==> src/rtl/canErrPkg.sv <==
package canErrPkg;
  localparam int STATUS_W = 32;

  typedef struct packed {
    logic tecAdd;
    logic tecSub;
    logic recAdd;
    logic recSub;
    logic logInc;
    logic logClr;
  } errStrobes_t;
endpackage

==> src/rtl/canErrCtrl.sv <==
module canErrCtrl
  import canErrPkg::*;
(
  input  logic        txErrStb,
  input  logic        rxErrStb,
  input  logic        txOkStb,
  input  logic        rxOkStb,
  input  logic        restrictMode,
  input  logic        statusRdStb,
  output errStrobes_t stb
);
  logic txErrLive;
  logic rxErrLive;

  always_comb begin
    txErrLive  = txErrStb & ~restrictMode;
    rxErrLive  = rxErrStb & ~restrictMode;
    stb.tecAdd = txErrLive;
    stb.tecSub = txOkStb & ~txErrLive;
    stb.recAdd = rxErrLive;
    stb.recSub = rxOkStb & ~rxErrLive;
    stb.logInc = txErrStb | rxErrStb;
    stb.logClr = statusRdStb;
  end
endmodule

==> src/rtl/canErrPath.sv <==
module canErrPath
  import canErrPkg::*;
#(
  parameter int TecW      = 8,
  parameter int RecW      = 7,
  parameter int LogW      = 8,
  parameter int TecStep   = 8,
  parameter int RecResume = 120
) (
  input  logic                clk,
  input  logic                rstN,
  input  errStrobes_t         stb,
  output logic [STATUS_W-1:0] statusWord,
  output logic                logOvfIrq
);
  localparam int RecLsb = TecW;
  localparam int PasBit = TecW + RecW;
  localparam int LogLsb = PasBit + 1;
  localparam logic [TecW-1:0] TecMax = '1;
  localparam logic [RecW-1:0] RecMax = '1;
  localparam logic [LogW-1:0] LogMax = '1;
  localparam logic [TecW:0]   TecStepW = (TecW+1)'(TecStep);
  localparam logic [RecW-1:0] RecResumeW = RecW'(RecResume);

  logic [TecW-1:0] tecQ;
  logic [RecW-1:0] recQ;
  logic            pasQ;
  logic [LogW-1:0] logQ;
  logic            irqQ;
  logic [TecW:0]   tecSum;
  logic [LogW-1:0] logBase;
  logic [LogW-1:0] logNext;

  always_comb begin
    tecSum  = {1'b0, tecQ} + TecStepW;
    logBase = stb.logClr ? '0 : logQ;
    logNext = (stb.logInc && logBase != LogMax) ? logBase + 1'b1 : logBase;
  end

  always_ff @(posedge clk) begin
    if (!rstN) begin
      tecQ <= '0;
      recQ <= '0;
      pasQ <= 1'b0;
      logQ <= '0;
      irqQ <= 1'b0;
    end else begin
      if (stb.tecAdd) begin
        tecQ <= (tecSum > {1'b0, TecMax}) ? TecMax : tecSum[TecW-1:0];
      end else if (stb.tecSub && tecQ != '0) begin
        tecQ <= tecQ - 1'b1;
      end

      if (stb.recAdd) begin
        if (recQ == RecMax) pasQ <= 1'b1;
        else recQ <= recQ + 1'b1;
      end else if (stb.recSub) begin
        if (pasQ) begin
          pasQ <= 1'b0;
          recQ <= RecResumeW;
        end else if (recQ != '0) begin
          recQ <= recQ - 1'b1;
        end
      end

      logQ <= logNext;
      irqQ <= stb.logInc & ~stb.logClr & (logQ == LogMax);
    end
  end

  always_comb begin
    statusWord                      = '0;
    statusWord[TecW-1:0]            = tecQ;
    statusWord[RecLsb +: RecW]      = recQ;
    statusWord[PasBit]              = pasQ;
    statusWord[LogLsb +: LogW]      = logQ;
  end

  assign logOvfIrq = irqQ;
endmodule

==> src/rtl/canErrTally.sv <==
module canErrTally #(
  parameter int TecW      = 8,
  parameter int RecW      = 7,
  parameter int LogW      = 8,
  parameter int TecStep   = 8,
  parameter int RecResume = 120
) (
  input  logic        clk,
  input  logic        rstN,
  input  logic        txErrStb,
  input  logic        rxErrStb,
  input  logic        txOkStb,
  input  logic        rxOkStb,
  input  logic        restrictMode,
  input  logic        statusRdStb,
  output logic [31:0] statusWord,
  output logic        logOvfIrq
);
  canErrPkg::errStrobes_t stb;

  canErrCtrl u_ctrl (
    .txErrStb    (txErrStb),
    .rxErrStb    (rxErrStb),
    .txOkStb     (txOkStb),
    .rxOkStb     (rxOkStb),
    .restrictMode(restrictMode),
    .statusRdStb (statusRdStb),
    .stb         (stb)
  );

  canErrPath #(
    .TecW     (TecW),
    .RecW     (RecW),
    .LogW     (LogW),
    .TecStep  (TecStep),
    .RecResume(RecResume)
  ) u_path (
    .clk       (clk),
    .rstN      (rstN),
    .stb       (stb),
    .statusWord(statusWord),
    .logOvfIrq (logOvfIrq)
  );
endmodule

==> config.mk <==
export PLATFORM = sky130hd
export DESIGN_NAME = canErrTally
export DESIGN_NICKNAME = d
export VERILOG_FILES = /design/src/rtl/canErrPkg.sv /design/src/rtl/canErrCtrl.sv /design/src/rtl/canErrPath.sv /design/src/rtl/canErrTally.sv
export SDC_FILE = /design/constraint.sdc
export NUM_CORES = 1
export LEC_CHECK = 0
export ABC_AREA = 1
export BUFFER_PORTS_ARGS = -buffer_cell sky130_fd_sc_hd__buf_2
export CAP_MARGIN = 25
export CORE_MARGIN = 10
export CORE_UTILIZATION = 45
export CTS_CLUSTER_DIAMETER = 120
export DETAILED_ROUTE_END_ITERATION = 6
export GPL_ROUTABILITY_DRIVEN = 0
export MAX_ROUTING_LAYER = met4
export PLACE_DENSITY = 0.77
export SLEW_MARGIN = 25
export SYNTH_ARGS = -nofsm -noshare
export SYNTH_HDL_FRONTEND = slang
export SYNTH_SLANG_ARGS = --single-unit
==> constraint.sdc <==
create_clock -name clk -period 2.85 [get_ports clk]
set_clock_uncertainty 0.05 [all_clocks]
set_input_delay 0.285 -clock clk [delete_from_list [all_inputs] [get_ports clk]]
set_output_delay 0.285 -clock clk [all_outputs]
set_load 0.05 [all_outputs]
==> summary.txt, run 1 <==
Layout
  • Final instance area: between 0.002 and 0.0025 sq mm
  • Ant. Diodes: 0
  • Layout cell share with drive strength beyond 1: 0.1743
  • Post-layout nets: between 300 and 400
  • Fin util: 0.5196
  • Layout area overhead: 9.487%

Setup path
  • Critical path required time: a little over 3000 ps
  • CP max FO: 9
  • Nature of the critical path startpoint: flop
  • CP Class: flop to flop
  • Flop-to-flop setup slack: ~1100 ps
  • Critical path arrival: around 2000 ps
  • Critical Path End Type: flop

Pwr
  • Switching portion of total power: 0.4717
  • Flop pwr share: 0.374
  • Leakage: just over 0.001 uW
  • Clk network pwr share: 0.186
  • Comb pwr share: 0.440
  • Switching Power: about 570 uW
  • Maximum vdd drop: between 0.0002 and 0.0003 V
  • PD cells: around 570 mW/mm^2
  • Int Pwr: roughly 640 uW

Timing
  • Period utilization: 0.6296
  • Worst-margin pin slew: 624.9 ps
  • Slew HR: 0.5818
  • # setup viols final: 0
  • Final hold violation count: 0
  • RSZ-0062 raised after global routing: false
  • Setup TNS: 0 ps
  • Highest Clock Rate: 557.3 MHz
  • Period minus WS final: between 1500 and 2000 ps
  • Slew Limit Fails: 0

Min path
  • Min-delay worst type: primary input to flop

Placed design
  • DP HPWL: 3.458 mm
  • Port Buf Inserts: 32
  • Post-DP Area: between 0.002 and 0.0025 sq mm

Global route
  • Grt ovf: 0
  • GRT met2 Usage: 0.1935
  • GR Layer Usage met3: 0.03346
  • Vias in the first global route: 1677
  • First-pass GRT wire length: between 7 and 8 mm
  • Busiest grt layer: met2
  • Antenna violations before repair: 0
  • GRT Overall Usage: 0.1189
  • Met1 Usage GRT: 0.1432
  • Pin count of the biggest net entering global routing: 21

Logic synthesis
  • Ys Warns: 0
  • Ys async rst share: 0
  • Ys flop type: dfxtp_1
  • Synthesized area: around 0.0019 sq mm
  • EDFF count, synth: 0
  • Sequential cell area fraction in the yosys report: 0.2599
  • Avg Cell Area, Syn: 6.440 sq um
  • Mapped Cells: 299
  • Post-synthesis cell type count: 37
  • Synth Register Bits: 25

Detailed routing
  • First-pass iteration count of the detailed router: 4
  • Routed Antenna Nets: 0
  • Initial DRC Count: 113
  • Routed vias: about 1900
  • Vias/cell: roughly 5.0
  • DRC errors left: 0
  • Final wirelength: around 4.4 mm
  • Avg WL per Cell: 11.77 um

Run
  • Max Cap Violations: 0

Die
  • # rows: 23
  • Die Area: about 0.0073 sq mm
  • Core area: about 0.0041 sq mm
  • Die H: approximately 85 um
  • # IOs: 41
  • Initial Utilization: 0.4746
  • Width of the die: between 80 and 90 um

Clock tree
  • Reg clk slew, reported paths: 100 ps
  • Cts bufs inserted: 3
  • H-tree Lvls: 1
  • Cts hold-fix bufs: 0
  • CTS tree: done
  • Worst-Skew Late Latency: 280 ps
  • Clock Tree Root: clkbuf_8
  • Max clock buf depth: 2
  • Clock sinks: 25
  • Postcts setup bufs: 0
  • Post-CTS Resized: 0

Status
  • Status: finished clean
==> synthesized netlist by cell type (2+ instances only) <==
cell | count | area, sq um
ha_1 | 10 | 125.1
nor2_1 | 28 | 105.1
o21ai_2 | 2 | 17.52
o21ai_0 | 22 | 110.1
inv_2 | 2 | 7.510
nand2_2 | 5 | 31.28
xnor2_1 | 2 | 17.52
buf_4 | 9 | 67.56
nand4_1 | 8 | 50.05
buf_6 | 3 | 33.78
nand3_1 | 24 | 120.1
inv_1 | 44 | 165.2
nor2_2 | 3 | 18.77
nand2_4 | 2 | 22.52
a21oi_1 | 17 | 85.08
o21ai_1 | 3 | 15.01
buf_2 | 2 | 10.01
dfxtp_1 | 25 | 500.5
nor3_1 | 7 | 35.03
xor2_1 | 3 | 26.28
nand2_1 | 62 | 232.7
==> area by class of cell <==
| class | count | area, sq um |
|---|---|---|
| clock buffer | 3 | 41.29 |
| multi-input combinational | 218 | 1154 |
| tap | 50 | 62.56 |
| sequential | 25 | 500.5 |
| fill | 415 | 1949 |
| clock inverter | 1 | 7.507 |
| inverter | 48 | 182.7 |
| timing repair buffer | 32 | 160.2 |
==> path summary, 6_finish.rpt <==
check	start	end	cells past startpoint
worst max-delay path	u_path.tecQ[4]	u_path.tecQ[2]	11
worst min-delay path	rxOkStb	u_path.pasQ	4
worst max register to register	u_path.tecQ[4]	u_path.tecQ[2]	11
worst min register to register	u_path.logQ[3]	u_path.logOvfIrq	2
==> cell families after synthesis <==
family,Yosys count,synth area share
AND/OR/NAND/NOR,145,0.3502
buffers and inverters,63,0.1546
AO/OA/AOI/OAI,50,0.1456
flip-flops,25,0.2599
adder cells (fa/ha/maj),10,0.06498
XOR/XNOR,5,0.02275
other,1,0.001947
==> stage by stage <==
stage	power (uW)	setup WS [ps]	hold WS, ps	cells
floorplan	901.0	881.7	411.2	306
global placement	985.6	997.5	406.6	373
detailed placement	989.8	995.1	406.1	373
CTS	1213	1071	303.3	377
global route	1287	840.1	339.8	377
finish	1208	1056	306.0	377
==> power by group through the flow <==
stage / Clock, uW / Sequential [uW] / Combinational, uW
6_report: 224 / 452 / 531
5_1_grt: 241 / 462 / 584
4_1_cts: 229 / 452 / 532
3_5_place_dp: 0 / 460 / 530
3_3_place_gp: 0 / 459 / 526
2_1_floorplan: 0 / 570 / 331
==> worst max-delay path, stage by stage (launching register included) <==
cell      delay (ps)
dfxtp_1          510
inv_1            120
ha_1             310
nand3_1          100
nand3_1           70
nor2_1           100
nand2_1           90
nand2_1           70
nand2_1          100
nand3b_1         130
nand2_1           50
inv_1             40
==> placed cells by master (no fill, tap or decap), drive strengths merged, types with 2 or more instances in the layout <==
| master | n |
|---|---|
| inv | 47 |
| nand3 | 25 |
| a21oi | 18 |
| ha | 10 |
| xnor2 | 2 |
| nand2 | 69 |
| nor3 | 8 |
| buf | 32 |
| xor2 | 3 |
| clkbuf | 3 |
| nand4 | 8 |
| o21ai | 28 |
| conb | 8 |
| dfxtp | 25 |
| nor2 | 32 |
==> registers in the layout, indices dropped and copies added (netlist names) <==
name and flops:
u_path.logQ 8, u_path.tecQ 8, u_path.recQ 7, u_path.logOvfIrq 1
u_path.pasQ 1
==> metal layers <==
layer / share of wire / wire length (um) / vias to the layer above
met5: 0 / 0 / -
met4: 0.0052 / 23 / 0
met3: 0.057 / 252 / 4
met2: 0.46 / 2024 / 51
met1: 0.48 / 2137 / 821
li1: - / - / 1000
(Power assumes the default switching activity.)
==> inputs of run 2 (changes only) <==
--- a/config.mk
+++ b/config.mk
@@ -5,7 +5,7 @@
 export SDC_FILE = /design/constraint.sdc
 export NUM_CORES = 1
 export LEC_CHECK = 0
-export ABC_AREA = 1
+export ABC_AREA = 0
 export BUFFER_PORTS_ARGS = -buffer_cell sky130_fd_sc_hd__buf_2
 export CAP_MARGIN = 25
 export CORE_MARGIN = 10
@@ -14,7 +14,7 @@
 export DETAILED_ROUTE_END_ITERATION = 6
 export GPL_ROUTABILITY_DRIVEN = 0
 export MAX_ROUTING_LAYER = met4
-export PLACE_DENSITY = 0.77
+export PLACE_DENSITY = 0.8
 export SLEW_MARGIN = 25
 export SYNTH_ARGS = -nofsm -noshare
 export SYNTH_HDL_FRONTEND = slang
==> constraint.sdc (replaced) <==
create_clock -name clk -period 1.6 [get_ports clk]
set_clock_uncertainty 0.05 [all_clocks]
set_input_delay 0.16 -clock clk [delete_from_list [all_inputs] [get_ports clk]]
set_output_delay 0.16 -clock clk [all_outputs]
set_load 0.05 [all_outputs]
==> summary.txt, run 2 <==
Min path
  • Min-delay src: rxOkStb
  • Hold Path Stages: 3 (-1)
  • Hold Path Sink: u_path.recQ[6]
  • Min-delay worst type: primary input to flop

Timing
  • Final hold violation count: 0 (unchanged)
  • Setup ws final: -533.0 ps (-1589 ps)
  • Worst-margin pin slew: 543.9 ps (-81.06 ps)
  • Setup TNS: -3649 ps (-3649 ps)
  • Slew Limit Fails: 0 (unchanged)
  • Period minus WS final: 2133 ps (+338.6 ps)
  • RSZ-0062 raised after global routing: true
  • Slew HR: 0.6361 (+0.05424)
  • Period utilization: 1.333 (+0.7035)
  • Highest Clock Rate: 468.8 MHz (-16%)
  • # setup viols final: 15 (+15)
  • WHS: 236.3 ps (-69.69 ps)

Run
  • Max Cap Violations: 0 (unchanged)

Setup path
  • CP max FO: 6 (-3)
  • Critical path required time: 1710 ps (-1320 ps)
  • Critical Path End Type: flop
  • CP Class: flop to flop
  • Worst r2r dst: u_path.tecQ[5]
  • Worst r2r path cells: 6 (-5)
  • Critical path arrival: 2250 ps (+280 ps)
  • Nature of the critical path startpoint: flop
  • R2r startpoint: u_path.tecQ[0]
  • Flop-to-flop setup slack: -530 ps (-1590 ps)

Logic synthesis
  • Synth Register Bits: 25 (unchanged)
  • Synth area leaders: dfxtp_1, ha_1, buf_4, nor2_1, xnor2_1
  • Cell with the most instances after synthesis: dfxtp_1
  • Largest family of logic cells by synthesized area: compound AO/OA/AOI/OAI gates
  • Top post-synthesis cells by count: dfxtp_1, nor2_1, inv_1
  • Mapped Cells: 216 (-28%)
  • Ys async rst share: 0 (unchanged)
  • Multiplexer share of the synthesized area: 0.03418 (+0.03418)
  • EDFF count, synth: 0 (unchanged)
  • Post-synthesis xor/xnor area fraction: 0.02871 (+0.005966)
  • Post-Synth Simple-Gate Area: 0.2461 (-0.1042)
  • Synth top area share: 0.2734 (+0.01350)
  • Area leader, netlist: dfxtp_1
  • Compound-cell area share of the yosys netlist: 0.2584 (+0.1128)
  • Post-Synth Adder-Cell Area: 0.06835 (+0.003375)
  • Sequential cell area fraction in the yosys report: 0.2734 (+0.01350)
  • Ys flop type: dfxtp_1
  • Post-synthesis cell type count: 61 (+65%)
  • Ys Warns: 0 (unchanged)
  • Synthesized area: 0.001831 sq mm (-4.9%)
  • Avg Cell Area, Syn: 8.475 sq um (+32%)

Clock tree
  • Clock sinks: 25 (unchanged)
  • Cts bufs inserted: 3 (unchanged)
  • Cts hold-fix bufs: 0 (unchanged)
  • H-tree Lvls: 1 (unchanged)
  • Reg clk slew, reported paths: 90 ps (about the same)
  • Max clock buf depth: 2 (unchanged)
  • CTS tree: done
  • Clock Tree Root: clkbuf_8
  • Worst-Skew Late Latency: 270 ps (about the same)

Die
  • # rows: 23 (unchanged)
  • Core area: 0.003971 sq mm (-2.1%)
  • Die Area: 0.007019 sq mm (-3.8%)
  • Die H: 83.78 um (-1.9%)
  • Initial Utilization: 0.4609 (-0.01363)
  • Width of the die: 83.78 um (-1.9%)
  • # IOs: 41 (unchanged)

Detailed routing
  • First-pass iteration count of the detailed router: 5 (+1)
  • DRC errors left: 0 (unchanged)
  • Final wirelength: 6.263 mm (+41%)
  • Avg WL per Cell: 18.15 um (+54%)
  • Vias/cell: 6.026 (+21%)
  • Routed vias: 2079 (+11%)
  • Initial DRC Count: 148 (+31%)
  • Routed Antenna Nets: 0 (unchanged)

Pwr
  • PD cells: 1012 mW/mm^2 (+77%)
  • Maximum vdd drop: 0.0006629 V (+130%)
  • Leakage: 0.001208 uW (+16%)

Placed design
  • Dpl ws: -640.3 ps (-1635 ps)
  • Post-DP Area: 0.002457 sq mm (+19%)
  • DP HPWL: 4.208 mm (+22%)
  • Port Buf Inserts: 32 (unchanged)

Layout
  • Commonest cells after routing, fill and taps aside: buf_4, buf_2, nor2_1
  • Largest registers: u_path.logQ (8), u_path.tecQ (8), u_path.recQ (7)
  • Ant. Diodes: 0 (unchanged)
  • Layout cell share with drive strength beyond 1: 0.5492 (+0.3748)
  • Fin util: 0.7152 (+0.1956)
  • Commonest non-fill, non-tap cell in the layout: buf_4
  • Post-layout nets: 314 (-9.2%)
  • Final instance area: 0.002840 sq mm (+35%)
  • Layout area overhead: 55.16%

Global route
  • Pin count of the biggest net entering global routing: 16 (-24%)
  • Grt ovf: 0 (unchanged)
  • Vias in the first global route: 2039 (+22%)
  • First-pass GRT wire length: 9.708 mm (+31%)
  • Antenna violations before repair: 0 (unchanged)
  • GRT Overall Usage: 0.1635 (+0.04457)

Status
  • Status: complete, but fails checks
  • Failing checks: negative setup slack
run 2: critical path: stages, from the launching register on:
cell	delay, ps
dfxtp_4	360
inv_4	60
ha_4	120
or4b_4	460
or4_4	480
and4b_1	210
o311a_1	280
run 2: cell families after synthesis:
group,after synthesis
flops,25
simple gates,77
other cells,1
mux,5
buf+inv,32
fa+ha+maj,10
xor+xnor,6
compound gates,60
run 2: worst max-delay path by stage:
stage | start | endpoint | depth (start not counted)
after floorplan | u_path.tecQ[0] | u_path.tecQ[2] | 7
after global placement | u_path.tecQ[1] | u_path.tecQ[2] | 6
after detailed placement | u_path.tecQ[1] | u_path.tecQ[2] | 6
after CTS | u_path.tecQ[0] | u_path.tecQ[5] | 6
after global routing | u_path.tecQ[0] | u_path.tecQ[2] | 6
final | u_path.tecQ[0] | u_path.tecQ[5] | 6
run 2: report_power, final:
part | leakage (uW) | switching, uW | internal (uW)
combinational | 0.000970 | 924 | 763
sequential | 0.000213 | 89.6 | 711
clock | 0.0000255 | 212 | 174
total | 0.00121 | 1220 | 1650
run 2: area by class of cell:
| type | instances | area, sq um |
|---|---|---|
| multi-input combinational | 166 | 1531 |
| clock inverter | 1 | 5.005 |
| inverter | 11 | 56.30 |
| tap | 50 | 62.56 |
| timing repair buffer | 89 | 599.3 |
| clock buffer | 3 | 41.29 |
| sequential | 25 | 544.3 |
| fill | 303 | 1131 |
run 2: layer usage:
metal,share of wire,wire length [um],GRT usage,vias to the layer above
li1,-,-,-,970
met1,0.41,2592,0.1850,1004
met2,0.52,3270,0.2787,90
met3,0.044,277,0.02832,15
met4,0.020,123,0.06393,0
met5,0,0,-,-
run 2: what timing repair did:
item	4_1_cts	5_1_grt
resized for setup	21	26
setup buffers	5	9
pin swaps	11	21
endpoints found under the setup margin	17	23
run 2: per-stage QoR:
| step | power (uW) | instances |
|---|---|---|
| final | 2873 | 345 |
| after global routing | 3025 | 345 |
| after CTS | 2679 | 337 |
| after detailed placement | 2134 | 328 |
| after global placement | 2097 | 328 |
| after floorplan | 1720 | 223 |
